## config.mk

```make
export PLATFORM = sky130hd
export DESIGN_NAME = bytelink_target
export DESIGN_NICKNAME = d
export VERILOG_FILES = /design/src/rtl/bytelink_pkg.sv /design/src/rtl/bytelink_req_rx.sv /design/src/rtl/bytelink_bus_ctl.sv /design/src/rtl/bytelink_rsp_tx.sv /design/src/rtl/bytelink_target.sv
export SDC_FILE = /design/constraint.sdc
export NUM_CORES = 1
export LEC_CHECK = 0
export BUFFER_PORTS_ARGS = -buffer_cell sky130_fd_sc_hd__buf_2
export CAP_MARGIN = 25
export CORE_AREA = 2 2 162 164
export CTS_BUF_LIST = sky130_fd_sc_hd__clkbuf_8
export DETAILED_ROUTE_END_ITERATION = 7
export DIE_AREA = 0 0 164 166
export MAX_ROUTING_LAYER = met4
export PLACE_DENSITY = 0.62
export SLEW_MARGIN = 20
export SYNTH_ARGS = -nofsm -noshare
export SYNTH_HDL_FRONTEND = slang
export SYNTH_SLANG_ARGS = --single-unit
```

## constraint.sdc

```tcl
create_clock -name clk -period 2.4 [get_ports clk]
set_input_delay 0.12 -clock clk [delete_from_list [all_inputs] [get_ports clk]]
set_output_delay 0.12 -clock clk [all_outputs]
set_load 0.01 [all_outputs]
```

## src/rtl/bytelink_pkg.sv

```systemverilog
`timescale 1ns/1ps
// Shared types for the byte-link register target.
package bytelink_pkg;
    localparam int unsigned LINK_BYTE_W = 8;

    // Transaction phase of the target.
    typedef enum logic [1:0] {
        PH_RECV = 2'd0,
        PH_BUS  = 2'd1,
        PH_SEND = 2'd2
    } phase_t;
endpackage

```

## src/rtl/bytelink_req_rx.sv

```systemverilog
`timescale 1ns/1ps
// Request assembler. Shifts incoming bytes into one frame register and
// ends the frame after the header (read) or header plus data (write),
// depending on the flag bit of the first byte.
// Assumes (1+ADDR_W) and DATA_W are multiples of 8, and that bytes arrive
// only while direction is low.
module bytelink_req_rx #(
    parameter int unsigned ADDR_W = 15,
    parameter int unsigned DATA_W = 32
) (
    input  logic              clk,
    input  logic              rst_n,
    input  logic              en,
    input  logic [7:0]        din,
    input  logic              din_vld,
    input  logic              dir,
    output logic              done,
    output logic              is_wr,
    output logic [ADDR_W-1:0] addr,
    output logic [DATA_W-1:0] wdata
);
    localparam int unsigned HDR_BYTES  = (1 + ADDR_W) / 8;
    localparam int unsigned DATA_BYTES = DATA_W / 8;
    localparam int unsigned TOT_BYTES  = HDR_BYTES + DATA_BYTES;
    localparam int unsigned SH_W       = TOT_BYTES * 8;
    localparam int unsigned CNT_W      = $clog2(TOT_BYTES + 1);

    logic [SH_W-1:0]  sh;
    logic [SH_W-1:0]  sh_next;
    logic [CNT_W-1:0] cnt;
    logic             wr_flag;
    logic             take;
    logic             first;
    logic             flag_now;
    logic             last;

    // Decode of the byte on the bus this cycle.
    always_comb begin
        take     = en && din_vld && !dir;
        sh_next  = {sh[SH_W-9:0], din};
        first    = (cnt == '0);
        flag_now = first ? din[7] : wr_flag;
        last     = take && (flag_now ? (cnt == CNT_W'(TOT_BYTES - 1))
                                     : (cnt == CNT_W'(HDR_BYTES - 1)));
    end

    // Frame assembly and field extraction at the last byte.
    always_ff @(posedge clk) begin
        if (!rst_n) begin
            sh      <= '0;
            cnt     <= '0;
            wr_flag <= 1'b0;
            done    <= 1'b0;
            is_wr   <= 1'b0;
            addr    <= '0;
            wdata   <= '0;
        end else begin
            done <= 1'b0;
            if (!en) begin
                cnt <= '0;
            end else if (take) begin
                sh <= sh_next;
                if (first) begin
                    wr_flag <= din[7];
                end
                if (last) begin
                    cnt   <= '0;
                    done  <= 1'b1;
                    is_wr <= flag_now;
                    if (flag_now) begin
                        addr  <= sh_next[DATA_W +: ADDR_W];
                        wdata <= sh_next[DATA_W-1:0];
                    end else begin
                        addr  <= sh_next[ADDR_W-1:0];
                        wdata <= '0;
                    end
                end else begin
                    cnt <= cnt + 1'b1;
                end
            end
        end
    end

    // A finished frame always ends on an accepted byte.
    assert_done_after_byte_R1: assert property (@(posedge clk) disable iff (!rst_n)
        done |-> $past(take));
endmodule

```

## src/rtl/bytelink_bus_ctl.sv

```systemverilog
`timescale 1ns/1ps
// Local register bus sequencer. Issues a one-cycle strobe for a decoded
// request, then waits for the acknowledge, up to TIMEOUT_CYC cycles counted
// from the strobe cycle. Captures status and read data, or substitutes a
// no-acknowledge result on timeout.
// Assumes start is not raised while a request is outstanding.
module bytelink_bus_ctl #(
    parameter int unsigned ADDR_W      = 15,
    parameter int unsigned DATA_W      = 32,
    parameter int unsigned STS_W       = 2,
    parameter int unsigned TIMEOUT_CYC = 64
) (
    input  logic              clk,
    input  logic              rst_n,
    input  logic              start,
    input  logic              start_wr,
    input  logic [ADDR_W-1:0] start_addr,
    input  logic [DATA_W-1:0] start_wdata,
    input  logic              abort,
    output logic              reg_wr,
    output logic              reg_rd,
    output logic [ADDR_W-1:0] reg_addr,
    output logic [DATA_W-1:0] reg_wdata,
    input  logic              reg_ack,
    input  logic [STS_W-1:0]  reg_status,
    input  logic [DATA_W-1:0] reg_rdata,
    output logic              done,
    output logic              rsp_ack,
    output logic [STS_W-1:0]  rsp_status,
    output logic [DATA_W-1:0] rsp_rdata
);
    localparam int unsigned TMO_W = $clog2(TIMEOUT_CYC + 1);

    logic             busy;
    logic [TMO_W-1:0] tmo;
    logic             tmo_hit;

    assign tmo_hit = (tmo == TMO_W'(TIMEOUT_CYC - 1));

    // Strobe issue, acknowledge wait and result capture.
    always_ff @(posedge clk) begin
        if (!rst_n) begin
            busy       <= 1'b0;
            tmo        <= '0;
            reg_wr     <= 1'b0;
            reg_rd     <= 1'b0;
            reg_addr   <= '0;
            reg_wdata  <= '0;
            done       <= 1'b0;
            rsp_ack    <= 1'b0;
            rsp_status <= '0;
            rsp_rdata  <= '0;
        end else begin
            reg_wr <= 1'b0;
            reg_rd <= 1'b0;
            done   <= 1'b0;
            if (start) begin
                busy      <= 1'b1;
                tmo       <= '0;
                reg_wr    <= start_wr;
                reg_rd    <= !start_wr;
                reg_addr  <= start_addr;
                reg_wdata <= start_wdata;
            end else if (busy) begin
                if (abort) begin
                    busy <= 1'b0;
                end else if (reg_ack) begin
                    busy       <= 1'b0;
                    done       <= 1'b1;
                    rsp_ack    <= 1'b1;
                    rsp_status <= reg_status;
                    rsp_rdata  <= reg_rdata;
                end else if (tmo_hit) begin
                    busy       <= 1'b0;
                    done       <= 1'b1;
                    rsp_ack    <= 1'b0;
                    rsp_status <= '0;
                    rsp_rdata  <= '0;
                end else begin
                    tmo <= tmo + 1'b1;
                end
            end
        end
    end

    // Strobes last one cycle and never overlap.
    assert_strobe_pulse_R2: assert property (@(posedge clk) disable iff (!rst_n)
        (reg_wr || reg_rd) |=> !(reg_wr || reg_rd));
    assert_strobe_excl_R2: assert property (@(posedge clk) disable iff (!rst_n)
        !(reg_wr && reg_rd));
    // Reaching the limit without acknowledge yields a no-ack result.
    assert_timeout_result_R8: assert property (@(posedge clk) disable iff (!rst_n)
        (busy && !start && !abort && !reg_ack && tmo_hit) |=> (done && !rsp_ack && rsp_status == '0));
endmodule

```

## src/rtl/bytelink_rsp_tx.sv

```systemverilog
`timescale 1ns/1ps
// Response serializer. Loads the status byte (and read data for a read)
// into a shift register and emits one byte per cycle while direction is
// high. Valid stays low on cycles without a byte. An abort empties it.
// Assumes load is raised only when idle.
module bytelink_rsp_tx
    import bytelink_pkg::*;
#(
    parameter int unsigned DATA_W = 32,
    parameter int unsigned STS_W  = 2
) (
    input  logic              clk,
    input  logic              rst_n,
    input  logic              load,
    input  logic              load_wr,
    input  logic              ack_bit,
    input  logic [STS_W-1:0]  status,
    input  logic [DATA_W-1:0] rdata,
    input  logic              dir,
    input  logic              abort,
    output logic [7:0]        dout,
    output logic              vld,
    output logic              busy
);
    localparam int unsigned RD_BYTES = DATA_W / LINK_BYTE_W + 1;
    localparam int unsigned SH_W     = RD_BYTES * LINK_BYTE_W;
    localparam int unsigned PAD_W    = LINK_BYTE_W - 1 - STS_W;
    localparam int unsigned CNT_W    = $clog2(RD_BYTES + 1);

    logic [SH_W-1:0]  sh;
    logic [CNT_W-1:0] left;
    logic [7:0]       stat_byte;

    assign stat_byte = {{PAD_W{1'b0}}, ack_bit, status};

    // Load, shift-out and abort of the response bytes.
    always_ff @(posedge clk) begin
        if (!rst_n) begin
            sh   <= '0;
            left <= '0;
            busy <= 1'b0;
            dout <= '0;
            vld  <= 1'b0;
        end else begin
            if (load) begin
                busy <= 1'b1;
                vld  <= 1'b0;
                if (load_wr) begin
                    sh   <= {stat_byte, {DATA_W{1'b0}}};
                    left <= CNT_W'(1);
                end else begin
                    sh   <= {rdata, stat_byte};
                    left <= CNT_W'(RD_BYTES);
                end
            end else if (busy && abort) begin
                busy <= 1'b0;
                left <= '0;
                vld  <= 1'b0;
            end else if (busy && dir) begin
                dout <= sh[SH_W-1 -: 8];
                sh   <= {sh[SH_W-9:0], 8'h00};
                vld  <= 1'b1;
                left <= left - 1'b1;
                if (left == CNT_W'(1)) begin
                    busy <= 1'b0;
                end
            end else begin
                vld <= 1'b0;
            end
        end
    end

    // A byte is only launched on an edge where direction was high.
    assert_launch_needs_dir_R4: assert property (@(posedge clk) disable iff (!rst_n)
        $rose(vld) |-> $past(dir));
    // Bytes are presented one cycle each from a busy serializer.
    assert_byte_from_busy_R7: assert property (@(posedge clk) disable iff (!rst_n)
        vld |-> $past(busy));
endmodule

```

## src/rtl/bytelink_target.sv

```systemverilog
`timescale 1ns/1ps
// Byte-link register target. Receives requests over a half-duplex byte
// link, runs them on a local register bus and returns the response while
// the initiator grants the bus via the direction input.
// Assumes the initiator keeps direction low while sending requests and
// starts a new request only after the previous one is finished or dropped.
module bytelink_target
    import bytelink_pkg::*;
#(
    parameter int unsigned ADDR_W      = 15,
    parameter int unsigned DATA_W      = 32,
    parameter int unsigned STS_W       = 2,
    parameter int unsigned TIMEOUT_CYC = 64
) (
    input  logic              clk,
    input  logic              rst_n,
    input  logic [7:0]        link_din,
    input  logic              link_din_vld,
    input  logic              link_dir,
    output logic [7:0]        link_dout,
    output logic              link_dout_vld,
    output logic              link_oe,
    output logic              reg_wr,
    output logic              reg_rd,
    output logic [ADDR_W-1:0] reg_addr,
    output logic [DATA_W-1:0] reg_wdata,
    input  logic              reg_ack,
    input  logic [STS_W-1:0]  reg_status,
    input  logic [DATA_W-1:0] reg_rdata
);
    phase_t            phase;
    logic              dir_q;
    logic              dir_fall;
    logic              rx_done;
    logic              rx_wr;
    logic [ADDR_W-1:0] rx_addr;
    logic [DATA_W-1:0] rx_wdata;
    logic              bus_done;
    logic              bus_ack;
    logic [STS_W-1:0]  bus_status;
    logic [DATA_W-1:0] bus_rdata;
    logic [7:0]        tx_byte;
    logic              tx_vld;
    logic              tx_busy;
    logic              tx_load;

    assign dir_fall      = dir_q && !link_dir;
    assign tx_load       = bus_done && (phase == PH_BUS) && !dir_fall;
    assign link_oe       = link_dir;
    assign link_dout     = tx_byte;
    assign link_dout_vld = tx_vld && link_dir;

    // Direction history for detecting a release by the initiator.
    always_ff @(posedge clk) begin
        if (!rst_n) begin
            dir_q <= 1'b0;
        end else begin
            dir_q <= link_dir;
        end
    end

    // Transaction phase sequencing.
    always_ff @(posedge clk) begin
        if (!rst_n) begin
            phase <= PH_RECV;
        end else begin
            case (phase)
                PH_RECV: if (rx_done) phase <= PH_BUS;
                PH_BUS: begin
                    if (dir_fall)      phase <= PH_RECV;
                    else if (bus_done) phase <= PH_SEND;
                end
                PH_SEND: begin
                    if (dir_fall || !tx_busy) phase <= PH_RECV;
                end
                default: phase <= PH_RECV;
            endcase
        end
    end

    bytelink_req_rx #(.ADDR_W(ADDR_W), .DATA_W(DATA_W)) rx_i (
        .clk     (clk),
        .rst_n   (rst_n),
        .en      (phase == PH_RECV),
        .din     (link_din),
        .din_vld (link_din_vld),
        .dir     (link_dir),
        .done    (rx_done),
        .is_wr   (rx_wr),
        .addr    (rx_addr),
        .wdata   (rx_wdata)
    );

    bytelink_bus_ctl #(
        .ADDR_W(ADDR_W), .DATA_W(DATA_W), .STS_W(STS_W), .TIMEOUT_CYC(TIMEOUT_CYC)
    ) bus_i (
        .clk         (clk),
        .rst_n       (rst_n),
        .start       (rx_done && (phase == PH_RECV)),
        .start_wr    (rx_wr),
        .start_addr  (rx_addr),
        .start_wdata (rx_wdata),
        .abort       (dir_fall && (phase == PH_BUS)),
        .reg_wr      (reg_wr),
        .reg_rd      (reg_rd),
        .reg_addr    (reg_addr),
        .reg_wdata   (reg_wdata),
        .reg_ack     (reg_ack),
        .reg_status  (reg_status),
        .reg_rdata   (reg_rdata),
        .done        (bus_done),
        .rsp_ack     (bus_ack),
        .rsp_status  (bus_status),
        .rsp_rdata   (bus_rdata)
    );

    bytelink_rsp_tx #(.DATA_W(DATA_W), .STS_W(STS_W)) tx_i (
        .clk     (clk),
        .rst_n   (rst_n),
        .load    (tx_load),
        .load_wr (rx_wr),
        .ack_bit (bus_ack),
        .status  (bus_status),
        .rdata   (bus_rdata),
        .dir     (link_dir),
        .abort   (dir_fall && (phase == PH_SEND)),
        .dout    (tx_byte),
        .vld     (tx_vld),
        .busy    (tx_busy)
    );

    // The serializer starts only after the bus result was captured.
    assert_send_after_ack_R5: assert property (@(posedge clk) disable iff (!rst_n)
        $rose(tx_busy) |-> $past(bus_done));
    // A direction drop during the response empties the serializer.
    assert_abort_release_R9: assert property (@(posedge clk) disable iff (!rst_n)
        (phase == PH_SEND && dir_fall) |=> (phase == PH_RECV && !tx_busy));
    // No strobe is raised outside the bus phase entry.
    assert_strobe_in_bus_R2: assert property (@(posedge clk) disable iff (!rst_n)
        (reg_wr || reg_rd) |-> (phase == PH_BUS));
endmodule

```

==> flow_metrics.tcl, run 1 <==
set metrics [dict create \
    grt_pass1_vias 6924 \
    clk_path_buf_depth 3 \
    synth-seq-cells 236 \
    cts.htree.levels 2 \
    ys_types 48 \
    yosysWarnings 0 \
    synth_edf_count 0 \
    crit_type "flip-flop to flip-flop" \
    io_pins 106 \
    place_ws_ns 0.482 \
    power_density_nw_per_um2 724 \
    finalWorstSetupSlack_ns 0.409 \
    viasPerCell 5.11 \
    drive_gt1_frac 0.224 \
    outcome "finished clean" \
    dieWidth_um 164 \
    synthArstFlopShare 0 \
    crit_path_max_incr_delay_ns 0.38 \
    fin_tns_setup_ns 0 \
    synthToLayoutAreaGrowth_pct 23.3 \
    period_minus_slack_ns 1.99 \
    cts_resized 0 \
    grt_util_all_layers 0.164 \
    p_leak_nw 4.32 \
    initial_core_util 0.345 \
    rsz0062_at_grt "false" \
    syn_avg_cell_area_um2 9.52 \
    antenna_found_initial 1 \
    holdPathStages 4 \
    dieArea_um2 27200 \
    grt_overflow_total 0 \
    critical_path_required_ns 2.80 \
    synth_area_leader_cell "dfxtp_1" \
    synth_nets 981 \
    cpMaxStageDelayCell "mux2_2" \
    cp_max_fo 14 \
    synth_top_area_frac 0.535 \
    vias 7275 \
    slew_headroom 0.374 \
    place_inst 1310 \
    syn_inst 928 \
    r2r_start "rx_i.cnt[0]$_SDFFE_PN0P_" \
    cts.reportedPaths.clkPinSlew_ns 0.06 \
    worst-path-buf-inv 2 \
    fmax_mhz 502 \
    die_y_um 166 \
    hold_class "input port to flip-flop" \
    rr_endpoint "rx_i.addr[0]$_SDFFE_PN0P_" \
    critPathCaptureType "flip-flop" \
    gp_congestion 0.767 \
    tightest_slew_ns 0.939 \
    cts_root_buf "clkbuf_8" \
    routed_wl_um 22000 \
    hold_end "bus_i.tmo[1]$_SDFFE_PP0P_" \
    fin_skew_ns 0.0238 \
    cts_tree "yes" \
    synthTopCellsByArea "dfxtp_1 53%, a22o_1 8.0%, a21oi_1 6.9%" \
    clk_latency_ns 0.53 \
    drv_cap 0 \
    fin_nets 1113 \
    r2r_setup_slack_ns 0.41 \
    ir_drop_mv 0.494 \
    drc 0 \
    setup_viol 0 \
    core_um2 25600 \
    ant_nets 0 \
    rows 59 \
    drt_pre_antenna_iters 5 \
    clkSinkCount 236 \
    drv_slew 0 \
    dpl.hpwl_um 13700 \
    synthFlopType "dfxtp_1" \
    grt_max_degree 55 \
    period_share 0.830 \
    final_common_cell "dfxtp_1" \
    min_from "reg_ack" \
    port_buffers 105 \
    layout_common_cells "236 x dfxtp_1, 132 x nand2_1, 122 x a21oi_1" \
    instances_no_fill 1423 \
    finalHoldViolCount 0 \
    syn_area_um2 8830 \
    drt-initial-drc-count 454 \
    wl_per_cell_um 15.5 \
    synth-seq-area-share 0.535 \
    grt_pass1_wl_um 36100 \
    numCtsBuffers 40 \
    startpoint_type "flip-flop" \
    cp_top_family "multiplexers" \
    r2r_cells 7 \
    critPathArrivalTime_ns 2.39 \
    worstPathCellList "inv_1 -> ha_1 -> nor2b_1 -> mux2_2 -> buf_4 -> mux2i_1 -> a211oi_1" \
]
timing repair:
| item | in CTS | in global routing |
|---|---|---|
| hold buffers | 43 | 0 |
| endpoints found under the hold margin | 54 | 0 |
| buffers inserted | 0 | 0 |
tightest hold or removal path, stage by stage:
cell,delay (ns)
buf_2,0.11
o21ba_2,0.17
nand3_1,0.07
a21oi_1,0.05
sequential cells by signal, indices dropped and copies added (netlist names), 8 cells and up:
name / flops
bus_i.reg_addr: 15
bus_i.reg_wdata: 32
bus_i.rsp_rdata: 32
rx_i.addr: 15
rx_i.sh: 39
rx_i.wdata: 32
tx_i.dout: 8
tx_i.sh: 35
kinds of logic (layout without fill, tap and decap cells):
family	Yosys count	in the layout	share of synthesized area
AO/OA/AOI/OAI	341	341	0.262
XOR/XNOR	2	2	0.00198
adder cells (fa/ha/maj)	6	6	0.00850
buffers and inverters	91	250	0.0431
flip-flops	236	236	0.535
multiplexers	21	21	0.0241
other	0	1	0
AND/OR/NAND/NOR	231	231	0.126
where the power goes:
part | leakage, nW | switching [mW] | internal (mW)
registers | 1.90 | 0.0224 | 3.94
logic | 1.96 | 0.231 | 0.153
clock network | 0.448 | 1.61 | 1.92
total | 4.32 | 1.87 | 6.02
worst max-delay path by stage:
stage / from / endpoint / slack, ns / depth (start not counted)
after floorplan: rx_i.cnt[0]$_SDFFE_PN0P_ / rx_i.wdata[1]$_SDFFE_PN0P_ / 0.42 / 8
after global placement: rx_i.cnt[0]$_SDFFE_PN0P_ / rx_i.wdata[26]$_SDFFE_PN0P_ / 0.50 / 7
after detailed placement: rx_i.cnt[0]$_SDFFE_PN0P_ / rx_i.addr[0]$_SDFFE_PN0P_ / 0.48 / 7
after CTS: rx_i.cnt[0]$_SDFFE_PN0P_ / rx_i.addr[0]$_SDFFE_PN0P_ / 0.42 / 7
after global routing: phase[1]$_SDFFE_PN0P_ / tx_i.sh[24]$_SDFFE_PN0P_ / 0.28 / 5
final: rx_i.cnt[0]$_SDFFE_PN0P_ / rx_i.addr[0]$_SDFFE_PN0P_ / 0.41 / 7
synthesized netlist by cell type (7+ instances only):
master / count
dfxtp_1: 236
a21oi_1: 122
o21ai_0: 56
nand3_1: 14
clkbuf_1: 66
a31o_2: 33
mux2i_1: 19
a211oi_2: 7
a211oi_1: 12
a22oi_1: 8
nand3b_1: 29
a22o_1: 81
nor2_1: 19
nand2_1: 132
buf_2: 16
through the flow:
step | utilization | total power [mW] | hold slack, ns | area (um^2)
2_1_floorplan | - | 4.24 | 0.253 | 8830
3_3_place_gp | 0.377 | 4.37 | 0.334 | 9650
3_5_place_dp | 0.378 | 4.38 | 0.339 | 9680
4_1_cts | 0.425 | 7.97 | 0.0362 | 10900
5_1_grt | 0.425 | 8.20 | 0.0665 | 10900
6_report | 0.425 | 7.89 | 0.0670 | 10900
per-layer routing:
| metal | global-route usage | part of all wire | up-vias |
|---|---|---|---|
| met1 | 0.216 | 0.47 | 3469 |
| li1 | - | - | 3614 |
| met5 | - | 0 | - |
| met2 | 0.261 | 0.47 | 163 |
| met3 | 0.0350 | 0.043 | 29 |
| met4 | 0.0370 | 0.015 | 0 |
final cells by class:
class / count / area (um^2)
fill: 2453 / 14700
clock buffer: 48 / 661
antenna: 1 / 2.50
timing repair buffer: 175 / 1190
clock inverter: 21 / 124
multi-input combinational: 601 / 3750
sequential: 236 / 4720
inverter: 6 / 22.5
tap: 335 / 419
(Power assumes the default switching activity.)
==> inputs of run 2 (changes only) <==
--- a/config.mk
+++ b/config.mk
@@ -12,7 +12,7 @@
 export DETAILED_ROUTE_END_ITERATION = 7
 export DIE_AREA = 0 0 164 166
 export MAX_ROUTING_LAYER = met4
-export PLACE_DENSITY = 0.62
+export PLACE_DENSITY = 0.64
 export SLEW_MARGIN = 20
 export SYNTH_ARGS = -nofsm -noshare
 export SYNTH_HDL_FRONTEND = slang
==> constraint.sdc (replaced) <==
create_clock -name clk -period 1.7 [get_ports clk]
set_input_delay 0.085 -clock clk [delete_from_list [all_inputs] [get_ports clk]]
set_output_delay 0.085 -clock clk [all_outputs]
set_load 0.01 [all_outputs]
==> run 2 against run 1 <==
The flow now finishes with violations (setup timing). Register-to-register slack got worse by 0.47 ns. Clock power rose by 42%. Clock skew rose by 0.018 ns. Highest routed layer unchanged.
==> flow_metrics.tcl, run 2 (synthesis gave the netlist of run 1 again) <==
set metrics [dict create \
    drv_slew 0 \
    grt_pass1_wl_um 38400 \
    rr_endpoint "rx_i.wdata[3]$_SDFFE_PN0P_" \
    p_leak_nw 4.74 \
    drive_gt1_frac 0.276 \
    fin_skew_ns 0.0419 \
    routed_wl_um 24700 \
    setup_viol 40 \
    largest_reg_flops 39 \
    drv_cap 0 \
    dieArea_um2 27200 \
    hold_end "rx_i.sh[38]$_SDFFE_PN0P_" \
    clk_latency_ns 0.55 \
    period_minus_slack_ns 1.76 \
    worstPathCellList "inv_2 -> ha_4 -> mux2_4 -> o21ai_4 -> buf_4 -> buf_12 -> a21oi_1 -> a31o_4" \
    cts_tree "yes" \
    grt_pass1_vias 7384 \
    violations "setup timing" \
    dpl-instance-area_um2 10200 \
    stdcell_area_um2 12000 \
    reg.largest.list "rx_i.sh (39), tx_i.sh (35)" \
    finalWorstSetupSlack_ns -0.0577 \
    cpMaxStageDelayCell "dfxtp_2" \
    cts.htree.levels 2 \
    layout_common_cells "233 x dfxtp_1, 132 x nand2_1, 109 x a21oi_1" \
    die_y_um 166 \
    viasPerCell 5.22 \
    port_buffers 105 \
    drc 0 \
    finalHoldViolCount 0 \
    outcome "complete, but fails checks" \
    dpl.hpwl_um 14700 \
    drt-initial-drc-count 529 \
    crit_type "flip-flop to flip-flop" \
    clkSinkCount 236 \
    initial_core_util 0.345 \
    antenna_found_initial 0 \
    r2r_start "rx_i.cnt[1]$_SDFFE_PN0P_" \
    cts.reportedPaths.clkPinSlew_ns 0.06 \
    gp_congestion 0.792 \
    min_from "link_din_vld" \
    drt_pre_antenna_iters 4 \
    cp_max_fo 12 \
    holdPathStages 5 \
    synthToLayoutAreaGrowth_pct 35.5 \
    rows 59 \
    grt_max_degree 56 \
    r2r_setup_slack_ns -0.06 \
    grt_util_all_layers 0.178 \
    instances_no_fill 1455 \
    startpoint_type "flip-flop" \
    dieWidth_um 164 \
    antenna_cells 0 \
    tightest_slew_ns 0.634 \
    ant_nets 0 \
    fin_nets 1152 \
    hold_class "input port to flip-flop" \
    numCtsBuffers 41 \
    place_ws_ns -0.0549 \
    p_total_mw 11.4 \
    ir_drop_mv 0.497 \
    cts_root_buf "clkbuf_8" \
    io_pins 106 \
    period_share 1.03 \
    critical_path_required_ns 2.11 \
    grt_overflow_total 0 \
    slew_headroom 0.577 \
    rsz0062_at_grt "true" \
    top_register "rx_i.sh" \
    fmax_mhz 569 \
    r2r_cells 8 \
    crit_path_max_incr_delay_ns 0.33 \
    core_um2 25600 \
    critPathArrivalTime_ns 2.17 \
    final_common_cell "dfxtp_1" \
    vias 7598 \
    critPathCaptureType "flip-flop" \
    power_density_nw_per_um2 952 \
    clk_path_buf_depth 3 \
    wl_per_cell_um 17.0 \
    place_inst 1328 \
]
==> run 2: changes by cell type in the layout (fill, tap and decap cells not counted), moves of 5 or more <==
cell and change:
a21oi_1 -13, a21oi_2 +9, a31o_2 -32, a31o_4 +32, buf_12 +14, buf_16 +5
buf_4 +9, inv_1 -6
==> run 2: worst max-delay path by stage <==
stage / end / start / depth (start not counted) / slack [ns]
final: rx_i.wdata[3]$_SDFFE_PN0P_ / rx_i.cnt[1]$_SDFFE_PN0P_ / 8 / -0.06
after global routing: rx_i.addr[1]$_SDFFE_PN0P_ / rx_i.cnt[1]$_SDFFE_PN0P_ / 8 / -0.11
after CTS: rx_i.wdata[3]$_SDFFE_PN0P_ / rx_i.cnt[1]$_SDFFE_PN0P_ / 8 / -0.05
after detailed placement: rx_i.addr[14]$_SDFFE_PN0P_ / rx_i.cnt[1]$_SDFFE_PN0P_ / 7 / -0.05
after global placement: rx_i.addr[14]$_SDFFE_PN0P_ / rx_i.cnt[1]$_SDFFE_PN0P_ / 7 / -0.03
after floorplan: rx_i.wdata[10]$_SDFFE_PN0P_ / rx_i.cnt[1]$_SDFFE_PN0P_ / 8 / -0.06
==> run 2: per-stage QoR <==
step	hold WS (ns)	TNS, ns	utilization
2_1_floorplan	0.218	-1.81	-
3_3_place_gp	0.300	-0.386	0.399
3_5_place_dp	0.304	-1.24	0.399
4_1_cts	0.134	-0.926	0.458
5_1_grt	0.157	-3.46	0.467
6_report	0.172	-1.15	0.467
==> run 2: worst max-delay path: cells and delay by family (launching register included) <==
family | cells | cell delay (ns)
AO/OA/AOI/OAI | 3 | 0.47
adder cells (fa/ha/maj) | 1 | 0.15
buffers and inverters | 3 | 0.38
flip-flops | 1 | 0.33
multiplexers | 1 | 0.30
==> run 2: layout make-up <==
class                      instances  area (um^2)
clock inverter                    15          108
clock buffer                      49          674
sequential                       236         4730
inverter                           6         22.5
tap                              335          419
multi-input combinational        601         4180
timing repair buffer             213         1830
fill                            2347        13600
==> run 2: layer usage <==
layer / track usage / share of wire
met1: 0.227 / 0.44
met2: 0.282 / 0.48
met3: 0.0345 / 0.052
met4: 0.0591 / 0.027
met5: - / 0
==> run 2: timing repair <==
action	CTS	global route
hold endpoints to repair	60	0
gates resized for setup	17	38
endpoints found under the setup margin	44	135
gates cloned	7	4
hold buffers	45	0
pin swaps	6	9
buffers inserted	8	2
==> run 2: power by group <==
group / internal (mW) / switching, mW
logic: 0.357 / 0.422
registers: 5.57 / 0.0339
clock network: 2.75 / 2.26
